==> src/rtl/rxq_pkg.sv <==
package rxq_pkg;

    localparam int CHAR_W       = 8;
    localparam int LINE_FIELD_W = 4;
    localparam int WORD_W       = 16;

    typedef enum logic [1:0] {
        SZ5 = 2'd0,
        SZ6 = 2'd1,
        SZ7 = 2'd2,
        SZ8 = 2'd3
    } char_size_e;

    typedef struct packed {
        logic                    ovr;
        logic                    ferr;
        logic                    perr;
        logic [LINE_FIELD_W-1:0] line;
        logic [CHAR_W-1:0]       data;
    } rx_entry_t;

    typedef struct packed {
        logic       en;
        char_size_e size;
        logic       par_en;
    } line_cfg_t;

    function automatic logic [CHAR_W-1:0] size_mask(char_size_e s);
        case (s)
            SZ5:     return 8'h1F;
            SZ6:     return 8'h3F;
            SZ7:     return 8'h7F;
            default: return 8'hFF;
        endcase
    endfunction

    function automatic logic [WORD_W-1:0] to_word(logic valid, rx_entry_t e);
        return {valid, e};
    endfunction

endpackage

==> src/rtl/rxq_line_cfg.sv <==
module rxq_line_cfg
    import rxq_pkg::*;
#(
    parameter int NUM_LINES = 4,
    localparam int LINE_W   = $clog2(NUM_LINES)
) (
    input  logic                            clk,
    input  logic                            rst,
    input  logic                            clr,
    input  logic                            we,
    input  logic [LINE_W-1:0]               sel,
    input  line_cfg_t                       wdata,
    output line_cfg_t [NUM_LINES-1:0]       cfg_o
);

    for (genvar i = 0; i < NUM_LINES; i++) begin : g_line
        always_ff @(posedge clk) begin
            if (rst) begin
                cfg_o[i] <= '{en: 1'b0, size: SZ8, par_en: 1'b0};
            end else if (clr) begin
                cfg_o[i].en <= 1'b0;
            end else if (we && sel == LINE_W'(i)) begin
                cfg_o[i] <= wdata;
            end
        end
    end

endmodule

==> src/rtl/rxq_merge.sv <==
module rxq_merge #(
    parameter int NUM_LINES = 4,
    parameter int DEPTH     = 16,
    localparam int CNT_W    = $clog2(DEPTH + 1),
    localparam int OFF_W    = $clog2(NUM_LINES + 1)
) (
    input  logic [CNT_W-1:0]                  count,
    input  logic [NUM_LINES-1:0]              act,
    output logic [NUM_LINES-1:0]              admit,
    output logic [NUM_LINES-1:0][OFF_W-1:0]   off,
    output logic [OFF_W-1:0]                  n_store,
    output logic                              drop_any
);

    always_comb begin
        int run;
        run      = 0;
        drop_any = 1'b0;
        for (int i = 0; i < NUM_LINES; i++) begin
            off[i]   = OFF_W'(run);
            admit[i] = act[i] && ((int'(count) + run) < DEPTH);
            if (admit[i]) begin
                run = run + 1;
            end
            if (act[i] && !admit[i]) begin
                drop_any = 1'b1;
            end
        end
        n_store = OFF_W'(run);
    end

endmodule

==> src/rtl/rxq_fifo.sv <==
module rxq_fifo
    import rxq_pkg::*;
#(
    parameter int NUM_LINES = 4,
    parameter int DEPTH     = 16,
    localparam int CNT_W    = $clog2(DEPTH + 1),
    localparam int PTR_W    = $clog2(DEPTH),
    localparam int OFF_W    = $clog2(NUM_LINES + 1)
) (
    input  logic                              clk,
    input  logic                              rst,
    input  logic                              clr,
    input  logic [NUM_LINES-1:0]              admit,
    input  logic [NUM_LINES-1:0][OFF_W-1:0]   off,
    input  rx_entry_t [NUM_LINES-1:0]         wr_entry,
    input  logic [OFF_W-1:0]                  n_store,
    input  logic                              pop,
    output rx_entry_t                         head,
    output logic [CNT_W-1:0]                  count
);

    rx_entry_t        mem [DEPTH];
    logic [PTR_W-1:0] wr_ptr;
    logic [PTR_W-1:0] rd_ptr;

    always_ff @(posedge clk) begin
        for (int i = 0; i < NUM_LINES; i++) begin
            if (!rst && !clr && admit[i]) begin
                mem[wr_ptr + PTR_W'(off[i])] <= wr_entry[i];
            end
        end
    end

    always_ff @(posedge clk) begin
        if (rst || clr) begin
            wr_ptr <= '0;
            rd_ptr <= '0;
            count  <= '0;
        end else begin
            wr_ptr <= wr_ptr + PTR_W'(n_store);
            rd_ptr <= rd_ptr + PTR_W'(pop);
            count  <= count + CNT_W'(n_store) - CNT_W'(pop);
        end
    end

    assign head = mem[rd_ptr];

endmodule

==> src/rtl/rxq_top.sv <==
module rxq_top
    import rxq_pkg::*;
#(
    parameter int NUM_LINES = 4,
    parameter int DEPTH     = 16,
    localparam int LINE_W   = $clog2(NUM_LINES),
    localparam int CNT_W    = $clog2(DEPTH + 1),
    localparam int OFF_W    = $clog2(NUM_LINES + 1)
) (
    input  logic                        clk,
    input  logic                        rst,
    input  logic [NUM_LINES-1:0]        line_strobe,
    input  logic [NUM_LINES*8-1:0]      line_char,
    input  logic [NUM_LINES-1:0]        line_ferr,
    input  logic [NUM_LINES-1:0]        line_perr,
    input  logic [NUM_LINES-1:0]        line_brk,
    input  logic                        cfg_we,
    input  logic [LINE_W-1:0]           cfg_line,
    input  logic [1:0]                  cfg_size,
    input  logic                        cfg_par_en,
    input  logic                        cfg_rx_en,
    input  logic                        csr_we,
    input  logic                        csr_clr,
    input  logic                        csr_rie,
    input  logic                        rbuf_rd,
    output logic [15:0]                 rbuf_data,
    output logic                        rx_done,
    output logic                        rx_irq
);

    logic                             clr;
    line_cfg_t [NUM_LINES-1:0]        cfg;
    line_cfg_t                        cfg_wdata;
    logic [NUM_LINES-1:0]             en_vec;
    logic [NUM_LINES-1:0]             act;
    logic [NUM_LINES-1:0]             admit;
    logic [NUM_LINES-1:0][OFF_W-1:0]  off;
    logic [OFF_W-1:0]                 n_store;
    logic                             drop_any;
    rx_entry_t [NUM_LINES-1:0]        wr_entry;
    rx_entry_t                        head;
    logic [CNT_W-1:0]                 q_count;
    logic                             pop;
    logic                             ovr_pend;
    logic                             rie;

    assign clr       = csr_we && csr_clr;
    assign cfg_wdata = '{en: cfg_rx_en, size: char_size_e'(cfg_size), par_en: cfg_par_en};

    rxq_line_cfg #(.NUM_LINES(NUM_LINES)) u_cfg (
        .clk   (clk),
        .rst   (rst),
        .clr   (clr),
        .we    (cfg_we),
        .sel   (cfg_line),
        .wdata (cfg_wdata),
        .cfg_o (cfg)
    );

    for (genvar i = 0; i < NUM_LINES; i++) begin : g_entry
        assign en_vec[i] = cfg[i].en;
        always_comb begin
            wr_entry[i].ovr  = ovr_pend && (off[i] == '0);
            wr_entry[i].ferr = line_ferr[i] || line_brk[i];
            wr_entry[i].perr = line_perr[i] && cfg[i].par_en;
            wr_entry[i].line = LINE_FIELD_W'(i);
            wr_entry[i].data = line_brk[i] ? '0
                             : (line_char[i*CHAR_W +: CHAR_W] & size_mask(cfg[i].size));
        end
    end

    assign act = line_strobe & en_vec & {NUM_LINES{!clr}};

    rxq_merge #(.NUM_LINES(NUM_LINES), .DEPTH(DEPTH)) u_merge (
        .count    (q_count),
        .act      (act),
        .admit    (admit),
        .off      (off),
        .n_store  (n_store),
        .drop_any (drop_any)
    );

    assign pop = rbuf_rd && (q_count != '0) && !clr;

    rxq_fifo #(.NUM_LINES(NUM_LINES), .DEPTH(DEPTH)) u_fifo (
        .clk      (clk),
        .rst      (rst),
        .clr      (clr),
        .admit    (admit),
        .off      (off),
        .wr_entry (wr_entry),
        .n_store  (n_store),
        .pop      (pop),
        .head     (head),
        .count    (q_count)
    );

    always_ff @(posedge clk) begin
        if (rst || clr) begin
            ovr_pend <= 1'b0;
        end else if (drop_any) begin
            ovr_pend <= 1'b1;
        end else if (n_store != '0) begin
            ovr_pend <= 1'b0;
        end
    end

    always_ff @(posedge clk) begin
        if (rst) begin
            rie <= 1'b0;
        end else if (csr_we) begin
            rie <= csr_rie;
        end
    end

    assign rx_done   = (q_count != '0);
    assign rbuf_data = rx_done ? to_word(1'b1, head) : '0;
    assign rx_irq    = rx_done && rie;

endmodule

==> config.mk <==
export PLATFORM = sky130hd
export DESIGN_NAME = rxq_top
export DESIGN_NICKNAME = d
export VERILOG_FILES = /design/src/rtl/rxq_pkg.sv /design/src/rtl/rxq_line_cfg.sv /design/src/rtl/rxq_merge.sv /design/src/rtl/rxq_fifo.sv /design/src/rtl/rxq_top.sv
export SDC_FILE = /design/constraint.sdc
export NUM_CORES = 1
export LEC_CHECK = 0
export BUFFER_PORTS_ARGS = -buffer_cell sky130_fd_sc_hd__buf_2
export CORE_AREA = 2 2 181 183
export DETAILED_ROUTE_END_ITERATION = 7
export DIE_AREA = 0 0 183 185
export HOLD_SLACK_MARGIN = 0.03
export PLACE_DENSITY = 0.77
export SLEW_MARGIN = 10
export SYNTH_ARGS = -nofsm -noshare
export SYNTH_HDL_FRONTEND = slang
export SYNTH_SLANG_ARGS = --single-unit
==> constraint.sdc <==
create_clock -name clk -period 10.1 [get_ports clk]
set_clock_uncertainty 0.1 [all_clocks]
set_input_delay 1.01 -clock clk [delete_from_list [all_inputs] [get_ports clk]]
set_output_delay 1.01 -clock clk [all_outputs]
set_load 0.1 [all_outputs]
Yosys cells after proc, flatten, opt, wreduce, memory -nomap -nowiden --
Memories as Yosys holds them, arrays and structs flattened. A register that Yosys moved wholly into a read port is not among the register bits. Index checks and enable logic that the tools add are counted.
Cells by class: bitwise logic cells 7, reductions and logical operators 55, equality and inequality tests 11, add/subtract/negate cells 13, multiplexer cells 28, magnitude comparators 4
Operator list (number):
- less-than comparator 32 x 6 -> 1 bit, second input constant | 3
- case mux 8 bit (3 select lines) | 4
- adder 6 x 32 -> 32 bit | 2
- two-way mux 32 bit | 2
- adder 32 x 2 -> 32 bit, second input constant | 1
- AND 8 bit | 4
- two-way mux 8 bit | 4
- logical AND 1 bit | 28
- two-way mux 16 bit | 1
- two-way mux 1 bit | 15
- adder 4 x 3 -> 4 bit | 3
- equality test 2 bit, second input constant | 6
- equality test 2 x 1 -> 1 bit, second input constant | 5
- zero test 2 bit | 5
- zero test 3 bit | 3
- adder 4 x 1 -> 4 bit | 2
- AND 4 bit | 2
- AND reduction 2 bit | 4
- adder 5 x 1 -> 6 bit | 1
- zero test 1 bit | 6
- adder 5 x 3 -> 5 bit | 1
- logical OR 1 bit | 5
- less-than comparator 5 bit, second input constant | 1
- nonzero test 5 bit | 1
- 9 further kinds | 9
Storage, ports and cells: register bits 31, output and inout bits 18, memories kept 1, RAM bits 208, word-level logic and storage cells 136, input port bits 61
Memory list:
- u_fifo.mem | depth 16, bits a word 13, read ports 1, clocked after memory_dff 1, write ports 4, RTL line rxq_fifo.sv:22 | rx_entry_t mem [DEPTH];

Logic depth before layout (Yosys ltp) --
Gate-level depths: netlist of the first run.
depth in word-level cells 20, mapped depth 32, mapped depth without buffers 26

Modules after synthesis --
Synthesis of the first run repeated with hierarchy kept, for this count alone.
Second synthesis, totals: cell total of the unflattened synthesis 2083, area, all modules 20622.3 µm²
Modules (own cells, without submodules):
- rxq_fifo | instances 1, cells an instance 1873, sequential area each 7467.2 µm², area an instance 18806.8 µm²
- rxq_line_cfg | instances 1, cells an instance 62, sequential area each 320.3 µm², area an instance 698.2 µm²
- rxq_top | instances 1, cells an instance 87, sequential area each 40.0 µm², area an instance 629.4 µm²
- rxq_merge | instances 1, cells an instance 61, sequential area each 0.0 µm², area an instance 488.0 µm²

Worst setup path after synthesis of the first run --
Ideal clock, no wire load.
path type input to register, start point input csr_clr, end point register u_fifo.count[4], buffers on the path 5, arrival 7111 ps, required time 9872 ps, setup slack 2762 ps, stages 30, library setup time 128 ps, cell sequence nand2_1 clkbuf_1 nand3_1 or2_2 clkbuf_1 inv_1 clkbuf_1 ha_1 ha_1 a31o_1 a21o_1 a31oi_1 clkbuf_1 nor2_1 a21oi_1 ha_1 a311o_1 o41ai_2 a2bb2oi_2 mux2i_2 buf_2 mux2_2 inv_1 ha_1 fa_1 inv_1 a21o_1 a21oi_1 xnor2_1 nor2_1
Between the ends: word-level cells in the longest chain between the ends 19, elaborated cells on any way between the ends 24, classes of those cells add/sub (8); order compare (3); mux (4); bitwise (1); reduce/logical (8)
Ends and longest elaborated chain:
- start, declared | RTL line rxq_top.sv:23 | input logic csr_clr,
- logical AND 1 bit (*) | RTL line rxq_top.sv:47 | assign clr = csr_we && csr_clr;
- zero test 1 bit | RTL line rxq_top.sv:72, rxq_top.sv:83
- AND 4 bit | RTL line rxq_top.sv:72 | assign act = line_strobe & en_vec & {NUM_LINES{!clr}};
- logical AND 1 bit | RTL line rxq_merge.sv:21 | admit[i] = act[i] && ((int'(count) + run) < DEPTH);
- two-way mux 1 bit | RTL line rxq_merge.sv:22 | if (admit[i]) begin
- adder 5 x 1 -> 6 bit | RTL line rxq_merge.sv:21
- less-than comparator 32 x 6 -> 1 bit | RTL line rxq_merge.sv:21
- logical AND 1 bit | RTL line rxq_merge.sv:21
- [... 3 more ...]
- logical AND 1 bit | RTL line rxq_merge.sv:21
- two-way mux 32 bit | RTL line rxq_merge.sv:22
- adder 6 x 32 -> 32 bit | RTL line rxq_merge.sv:21
- less-than comparator 32 x 6 -> 1 bit | RTL line rxq_merge.sv:21
- logical AND 1 bit | RTL line rxq_merge.sv:21
- two-way mux 3 bit | RTL line rxq_merge.sv:22
- adder 5 x 3 -> 5 bit | RTL line rxq_fifo.sv:42 | count <= count + CNT_W'(n_store) - CNT_W'(pop);
- subtractor 5 x 1 -> 5 bit | RTL line rxq_fifo.sv:42
- end signal, assigned | RTL line rxq_fifo.sv:42
- end, declared | RTL line rxq_fifo.sv:19 | output logic [CNT_W-1:0] count
Mark *: on every way between the ends. The rest lies on a longest branch, timed or not. A chain may end at the register's enable or synchronous reset.

==> results of run 1 <==
## cell families (layout without fill, tap and decap cells)
family                   Yosys count  in the layout  synth area share (%)
multiplexers                     354            354                  25.9
flip-flops                       239            239                  38.6
XOR/XNOR                          19             19                 0.981
other                              1              2                0.0221
AND/OR/NAND/NOR                  514            514                  14.6
AO/OA/AOI/OAI                    379            379                  12.6
adder cells (fa/ha/maj)           32             32                  2.54
buffers and inverters            196            180                  4.67
## per-stage QoR
| stage | setup WS [ns] | hold slack, ns | utilization, % |
|---|---|---|---|
| 2_1_floorplan | 2.76 | 0.331 | - |
| 6_report | 2.00 | 0.372 | 57.4 |
| 3_3_place_gp | 2.07 | 0.342 | 54.4 |
| 3_5_place_dp | 1.93 | 0.355 | 54.4 |
| 4_1_cts | 2.18 | 0.371 | 57.3 |
| 5_1_grt | 1.53 | 0.389 | 57.4 |
## synth_stat cells (4+ instances only)
master    count
buf_4         5
nor4_1        9
a211o_1      11
nor3_1       20
a21oi_1     110
ha_1         28
nand2_1     147
xnor2_1       9
edfxtp_1    176
buf_2        18
nand3_1      82
xor2_1       10
mux2i_1     259
and2_1        8
fa_1          4
dfxtp_1      63
mux4_2       65
buf_1        18
o211ai_1     23
mux2_2       29
nand3b_1      4
clkbuf_1    127
o21ai_0     186
and3_1       17
inv_1        26
or3_1         9
nor3b_1       5
nand2b_1     12
or2_2        14
a21boi_0     10
nor2b_1      37
or3b_2        4
nor2_1      133
a211oi_1      5
a21o_1       11
a31oi_1       6
## worst min-delay path by stage
| stage | slack [ns] | to | start | cells past startpoint |
|---|---|---|---|---|
| after floorplan | 0.33 | u_fifo.mem[13][9]$_SDFFE_PP1P_ | u_fifo.mem[13][9]$_SDFFE_PP1P_ | 1 |
| after global routing | 0.39 | u_fifo.mem[13][9]$_SDFFE_PP1P_ | u_fifo.mem[13][9]$_SDFFE_PP1P_ | 1 |
| after global placement | 0.34 | u_fifo.mem[13][9]$_SDFFE_PP1P_ | u_fifo.mem[13][9]$_SDFFE_PP1P_ | 1 |
| after CTS | 0.37 | u_fifo.mem[14][9]$_SDFFE_PP1P_ | u_fifo.mem[14][9]$_SDFFE_PP1P_ | 2 |
| after detailed placement | 0.36 | u_fifo.mem[9][9]$_SDFFE_PP1P_ | u_fifo.mem[9][9]$_SDFFE_PP1P_ | 2 |
| final | 0.37 | u_fifo.mem[14][9]$_SDFFE_PP1P_ | u_fifo.mem[14][9]$_SDFFE_PP1P_ | 2 |
## power by group through the flow
stage          clock, mW  combinational [mW]  sequential, mW
2_1_floorplan          0               0.542            1.10
3_3_place_gp           0               0.694            1.12
3_5_place_dp           0               0.702            1.12
4_1_cts             1.07               0.705            1.10
5_1_grt             1.11               0.749            1.11
6_report            1.09               0.716            1.10
## registers in the layout, indices dropped and copies added, names as in the netlist
name           cells
ovr_pend           1
u_fifo.rd_ptr      4
u_fifo.mem       208
u_fifo.wr_ptr      4
rie                1
u_fifo.count       5
u_cfg.cfg_o       16
## layer usage
| metal | global-route usage (%) | part of all wire, % | vias up |
|---|---|---|---|
| met1 | 48.3 | 37 | 6998 |
| met4 | 18.6 | 6.0 | 0 |
| li1 | - | - | 6315 |
| met2 | 55.0 | 42 | 1232 |
| met5 | 0 | 0 | - |
| met3 | 10.5 | 15 | 237 |
## cell type report
type	count	area, sq um	area share [%]
repair buffers	104	591	3.21
clock buffers	35	747	4.06
flip-flops and latches	239	6550	35.6
clock inverters	15	205	1.12
well taps	408	510	2.78
multi-input cells	1300	9680	52.6
inverters	26	97.6	0.531
## layout by cell type (no fill, tap or decap), types with 23 or more instances in the layout
cell and n:
edfxtp_1 176, mux2i_1 259, mux4_2 65, inv_1 26, nand3_1 82, a21oi_1 110, dfxtp_1 61, o21ai_0 186
mux2_2 29, buf_4 28, nor2b_1 31, o211ai_1 23, nand2_1 147, ha_1 28, nor2_1 130, clkbuf_16 28
buf_2 76
## worst reg2reg max path, cell delays in order, from the launching register on
cell	delay, ns
dfxtp_1	0.68
ha_1	0.37
o2111a_1	0.21
nand4_1	0.66
nand2_1	0.36
inv_1	0.07
ha_1	0.27
ha_1	0.31
a31o_1	0.24
a21o_1	0.22
a31oi_2	0.18
buf_4	0.30
nor2_1	0.07
a21oi_1	0.34
ha_1	0.33
a311o_1	0.32
o41ai_2	0.06
a2bb2oi_2	0.28
mux2i_4	0.82
buf_4	0.43
nand4b_2	0.48
nand3_1	0.56
==> results.sh, run 1 <==
export IMPL_status="completed"
export IMPL_leakage_nw=7.90
export IMPL_cts_root_buf="clkbuf_16"
export IMPL_start_util_pct=52.9
export IMPL_synthesis_area_sq_um=17000
export IMPL_cts_sinks=239
export IMPL_async_flop_share_pct=0
export IMPL_die_x_um=183
export IMPL_hold_viol=0
export IMPL_slew_headroom_pct=8.87
export IMPL_cp_startpoint="u_fifo.count[4]$_SDFF_PP0_"
export IMPL_p_switching_mw=0.981
export IMPL_r2r_start="u_fifo.count[4]$_SDFF_PP0_"
export IMPL_synth_area_leaders="edfxtp_1 31%, mux2i_1 15%, mux4_2 8.6%"
export IMPL_synthFlopType="edfxtp_1"
export IMPL_die_y_um=185
export IMPL_worstPathCellList="ha_1 > o2111a_1 > nand4_1 > nand2_1 > inv_1 > ha_1 > ha_1 > a31o_1 > a21o_1 > a31oi_2 > buf_4 > nor2_1 > a21oi_1 > ha_1 > a311o_1 > o41ai_2 > a2bb2oi_2 > mux2i_4 > buf_4 > nand4b_2 > nand3_1"
export IMPL_drc=0
export IMPL_fin_nets=1791
export IMPL_cts_hold_buf=0
export IMPL_worstPathArrival_ns=8.12
export IMPL_ff2ff_path_depth=21
export IMPL_grt_setup_unrepaired="no"
export IMPL_crit_type="reg -> reg"
export IMPL_antenna_found_initial=4
export IMPL_critPathRequiredTime_ns=10.12
export IMPL_io_buffers=76
export IMPL_clk_pin_slew_ns=0.06
export IMPL_hold_path_class="reg -> reg"
export IMPL_fmax_mhz=124
export IMPL_tns_ns=0
export IMPL_vias=14782
export IMPL_gp_congestion=1.05
export IMPL_postLayoutCellArea_sq_um=18400
export IMPL_yosys_area_top_type="edfxtp_1"
export IMPL_grt_pass1_wl_um=90400
export IMPL_combPwrFrac_pct=24.7
export IMPL_drv_slew=0
export IMPL_ir_drop_v=0.000148
export IMPL_worstMarginPinSlew_ns=1.36
export IMPL_powerDensity_nw_per_um2=158
export IMPL_cp_num_cells=21
export IMPL_grt_ovfl_total=0
export IMPL_path_delay_family="simple AND/OR/NAND/NOR gates"
export IMPL_cp_start_kind="flip-flop"
export IMPL_worst_path_buf_inv=3
export IMPL_vias_per_cell=6.95
export IMPL_slowest_delay_ns=0.82
export IMPL_post_cts_buffers=0
export IMPL_critPathCapture="u_fifo.mem[3][1]$_DFFE_PP_"
export IMPL_tritoncts="built"
export IMPL_synth_cell_types=59
export IMPL_first_iter_violations=2582
export IMPL_synth_top_area_share_pct=31.2
export IMPL_cts_buffers=27
export IMPL_area_growth_pct=8.38
export IMPL_cts_resized_gates=0
export IMPL_wl_um=61800
export IMPL_row_count=66
export IMPL_core_sq_um=32000
export IMPL_p_int_mw=1.92
export IMPL_max_cap_violations=0
export IMPL_clk_path_buf_depth=3
export IMPL_ys_warn_count=0
export IMPL_cp_slowest_cell="mux2i_4"
export IMPL_ys_ff_latch=239
export IMPL_post_route_min_period_ns=8.10
export IMPL_fillers=2755
export IMPL_end_kind="flip-flop"
export IMPL_hpwl_um=42300
export IMPL_p_seq_share_pct=38.0
export IMPL_final_cells=2127
export IMPL_firstDrtPassIters=8
export IMPL_grt_pass1_vias=14054
export IMPL_diodes=0
export IMPL_path_max_fanout=30
export IMPL_dp_cells=2077
export IMPL_r2r_end="u_fifo.mem[3][1]$_DFFE_PP_"
export IMPL_ys_seq_area_share_pct=38.6
export IMPL_setup_viol=0
export IMPL_drtAntennaViolNets=0
export IMPL_synth_edf_count=176
export IMPL_dpl_cell_area_sq_um=17400
export IMPL_ioPinCount=79
export IMPL_syn_inst=1734
export IMPL_p_sw_share_pct=33.8
export IMPL_syn_area_per_cell_sq_um=9.78
export IMPL_ctsHtreeMaxLevel=1
export IMPL_period_share_pct=80.1
export IMPL_path_common_cell="ha_1"
export IMPL_track_usage_pct=36.5
export IMPL_grt_max_degree=55
export IMPL_rrSetupSlack_ns=2.00
export IMPL_wl_per_cell_um=29.1
export IMPL_clockPowerShare_pct=37.4
export IMPL_drive_gt1_share_pct=16.5
export IMPL_dieArea_sq_um=33900
export IMPL_clk_insertion_delay_late_ns=0.56
export IMPL_p_total_mw=2.90
(Power assumes the default switching activity.)
==> run 2: changes to the inputs <==
==> constraint.sdc (replaced) <==
create_clock -name clk -period 7.7 [get_ports clk]
set_clock_uncertainty 0.1 [all_clocks]
set_input_delay 0.77 -clock clk [delete_from_list [all_inputs] [get_ports clk]]
set_output_delay 0.77 -clock clk [all_outputs]
set_load 0.1 [all_outputs]
==> results.sh, run 2 (synthesis results as in run 1) <==
export IMPL_max_cap_violations=0
export IMPL_wl_um=62500
export IMPL_rrSetupSlack_ns=0.72
export IMPL_ctsHtreeMaxLevel=1
export IMPL_wl_per_cell_um=29.2
export IMPL_io_buffers=76
export IMPL_post_cts_buffers=0
export IMPL_vias=14944
export IMPL_vias_per_cell=6.99
export IMPL_hold_path_class="in -> reg"
export IMPL_cp_slowest_cell="nor4_4"
export IMPL_setup_viol=0
export IMPL_cts_sinks=239
export IMPL_cts_hold_buf=0
export IMPL_drive_gt1_share_pct=16.9
export IMPL_clk_path_buf_depth=3
export IMPL_grt_setup_unrepaired="no"
export IMPL_critPathRequiredTime_ns=7.82
export IMPL_grt_pass1_vias=14135
export IMPL_tritoncts="built"
export IMPL_hold_viol=0
export IMPL_cts_buffers=27
export IMPL_worstMarginPinSlew_ns=1.40
export IMPL_final_cell_mix="259 x mux2i_1, 186 x o21ai_0, 176 x edfxtp_1"
export IMPL_cp_start_kind="flip-flop"
export IMPL_clk_insertion_delay_late_ns=0.57
export IMPL_grt_pass1_wl_um=91200
export IMPL_worst_path_buf_inv=3
export IMPL_gp_congestion=1.03
export IMPL_area_growth_pct=8.59
export IMPL_path_delay_family="simple AND/OR/NAND/NOR gates"
export IMPL_die_y_um=185
export IMPL_period_share_pct=90.7
export IMPL_ioPinCount=79
export IMPL_ir_drop_v=0.000187
export IMPL_grt_max_degree=55
export IMPL_drv_slew=0
export IMPL_leakage_nw=7.91
export IMPL_cts_root_buf="clkbuf_16"
export IMPL_end_kind="flip-flop"
export IMPL_dieArea_sq_um=33900
export IMPL_fin_ws_ns=0.719
export IMPL_status="completed"
export IMPL_worstPathCellList="ha_1 > o2111a_1 > nand4_1 > buf_4 > nand2_1 > inv_1 > ha_1 > ha_1 > a31o_1 > a21o_1 > a31oi_2 > xor2_1 > ha_1 > inv_1 > fa_1 > xnor2_1 > nand2_1 > nor4_4 > or3b_2"
export IMPL_clk_pin_slew_ns=0.06
export IMPL_slew_headroom_pct=6.33
export IMPL_largest_register_ffs=208
export IMPL_grt_ovfl_total=0
export IMPL_firstDrtPassIters=6
export IMPL_tns_ns=0
export IMPL_track_usage_pct=36.9
export IMPL_place_ws_ns=0.749
export IMPL_diodes=0
export IMPL_crit_type="reg -> reg"
export IMPL_path_max_fanout=20
export IMPL_worstPathArrival_ns=7.10
export IMPL_cts_resized_gates=0
export IMPL_fin_nets=1802
export IMPL_fmax_mhz=143
export IMPL_die_x_um=183
export IMPL_core_sq_um=32000
export IMPL_first_iter_violations=2668
export IMPL_antenna_found_initial=5
export IMPL_path_common_cell="ha_1"
export IMPL_hpwl_um=42200
export IMPL_row_count=66
export IMPL_drc=0
export IMPL_slowest_delay_ns=1.05
export IMPL_start_util_pct=52.9
export IMPL_post_route_min_period_ns=6.98
export IMPL_powerDensity_nw_per_um2=203
export IMPL_final_common_cell="mux2i_1"
export IMPL_drtAntennaViolNets=0
[run 2: changes by cell type in the layout (fill, tap and decap cells not counted), sizes merged]
cell      previous run  this run
clkbuf              35        33
clkinv               8         9
bufinv               5         4
clkinvlp             0         3
buf                104       115
inv                 28        27
[run 2: path summary, 6_finish.rpt]
| check | startpoint | to | cells after the start |
|---|---|---|---|
| setup reg to reg | u_fifo.count[4]$_SDFF_PP0_ | u_fifo.mem[13][2]$_DFFE_PP_ | 19 |
| hold / removal | csr_rie | rie$_SDFFE_PP0P_ | 3 |
| hold reg to reg | u_fifo.mem[13][9]$_SDFFE_PP1P_ | u_fifo.mem[13][9]$_SDFFE_PP1P_ | 1 |
| setup / recovery | u_fifo.count[4]$_SDFF_PP0_ | u_fifo.mem[13][2]$_DFFE_PP_ | 19 |
[run 2: final cells by class]
cell class	instances	area [sq um]
sequential	239	6550
fill	2689	13600
clock inverter	17	193
inverter	26	97.6
clock buffer	33	708
timing repair buffer	115	673
tap	408	510
multi-input combinational	1300	9680
[run 2: power breakdown]
group / internal (mW) / switching (mW)
Combinational: 0.273 / 0.668
Clock: 0.787 / 0.555
Sequential: 1.40 / 0.0506
Total: 2.46 / 1.27
[run 2: worst min-delay path, stage by stage]
cell	delay, ns
buf_2	0.08
mux2i_1	0.06
nor2_1	0.07
[run 2: per-stage QoR]
stage                     power, mW  cell area (sq um)  hold WS (ns)  utilization (%)  std cells
after floorplan                2.15              17000         0.331                -       1735
after global placement         2.39              17500         0.339             54.7       2088
after detailed placement       2.40              17500         0.349             54.7       2088
after CTS                      3.70              18400         0.350             57.5       2138
after global routing           3.82              18400         0.369             57.5       2138
final                          3.73              18400         0.349             57.5       2138
[run 2: layer usage]
metal  global-route usage (%)  wire length, um  vias to the layer above
met5                        0               61                        -
met4                     19.8             3920                        8
met3                     11.6             9540                      275
met2                     55.3            26300                     1281
met1                     47.8            22600                     7049
li1                         -                -                     6331
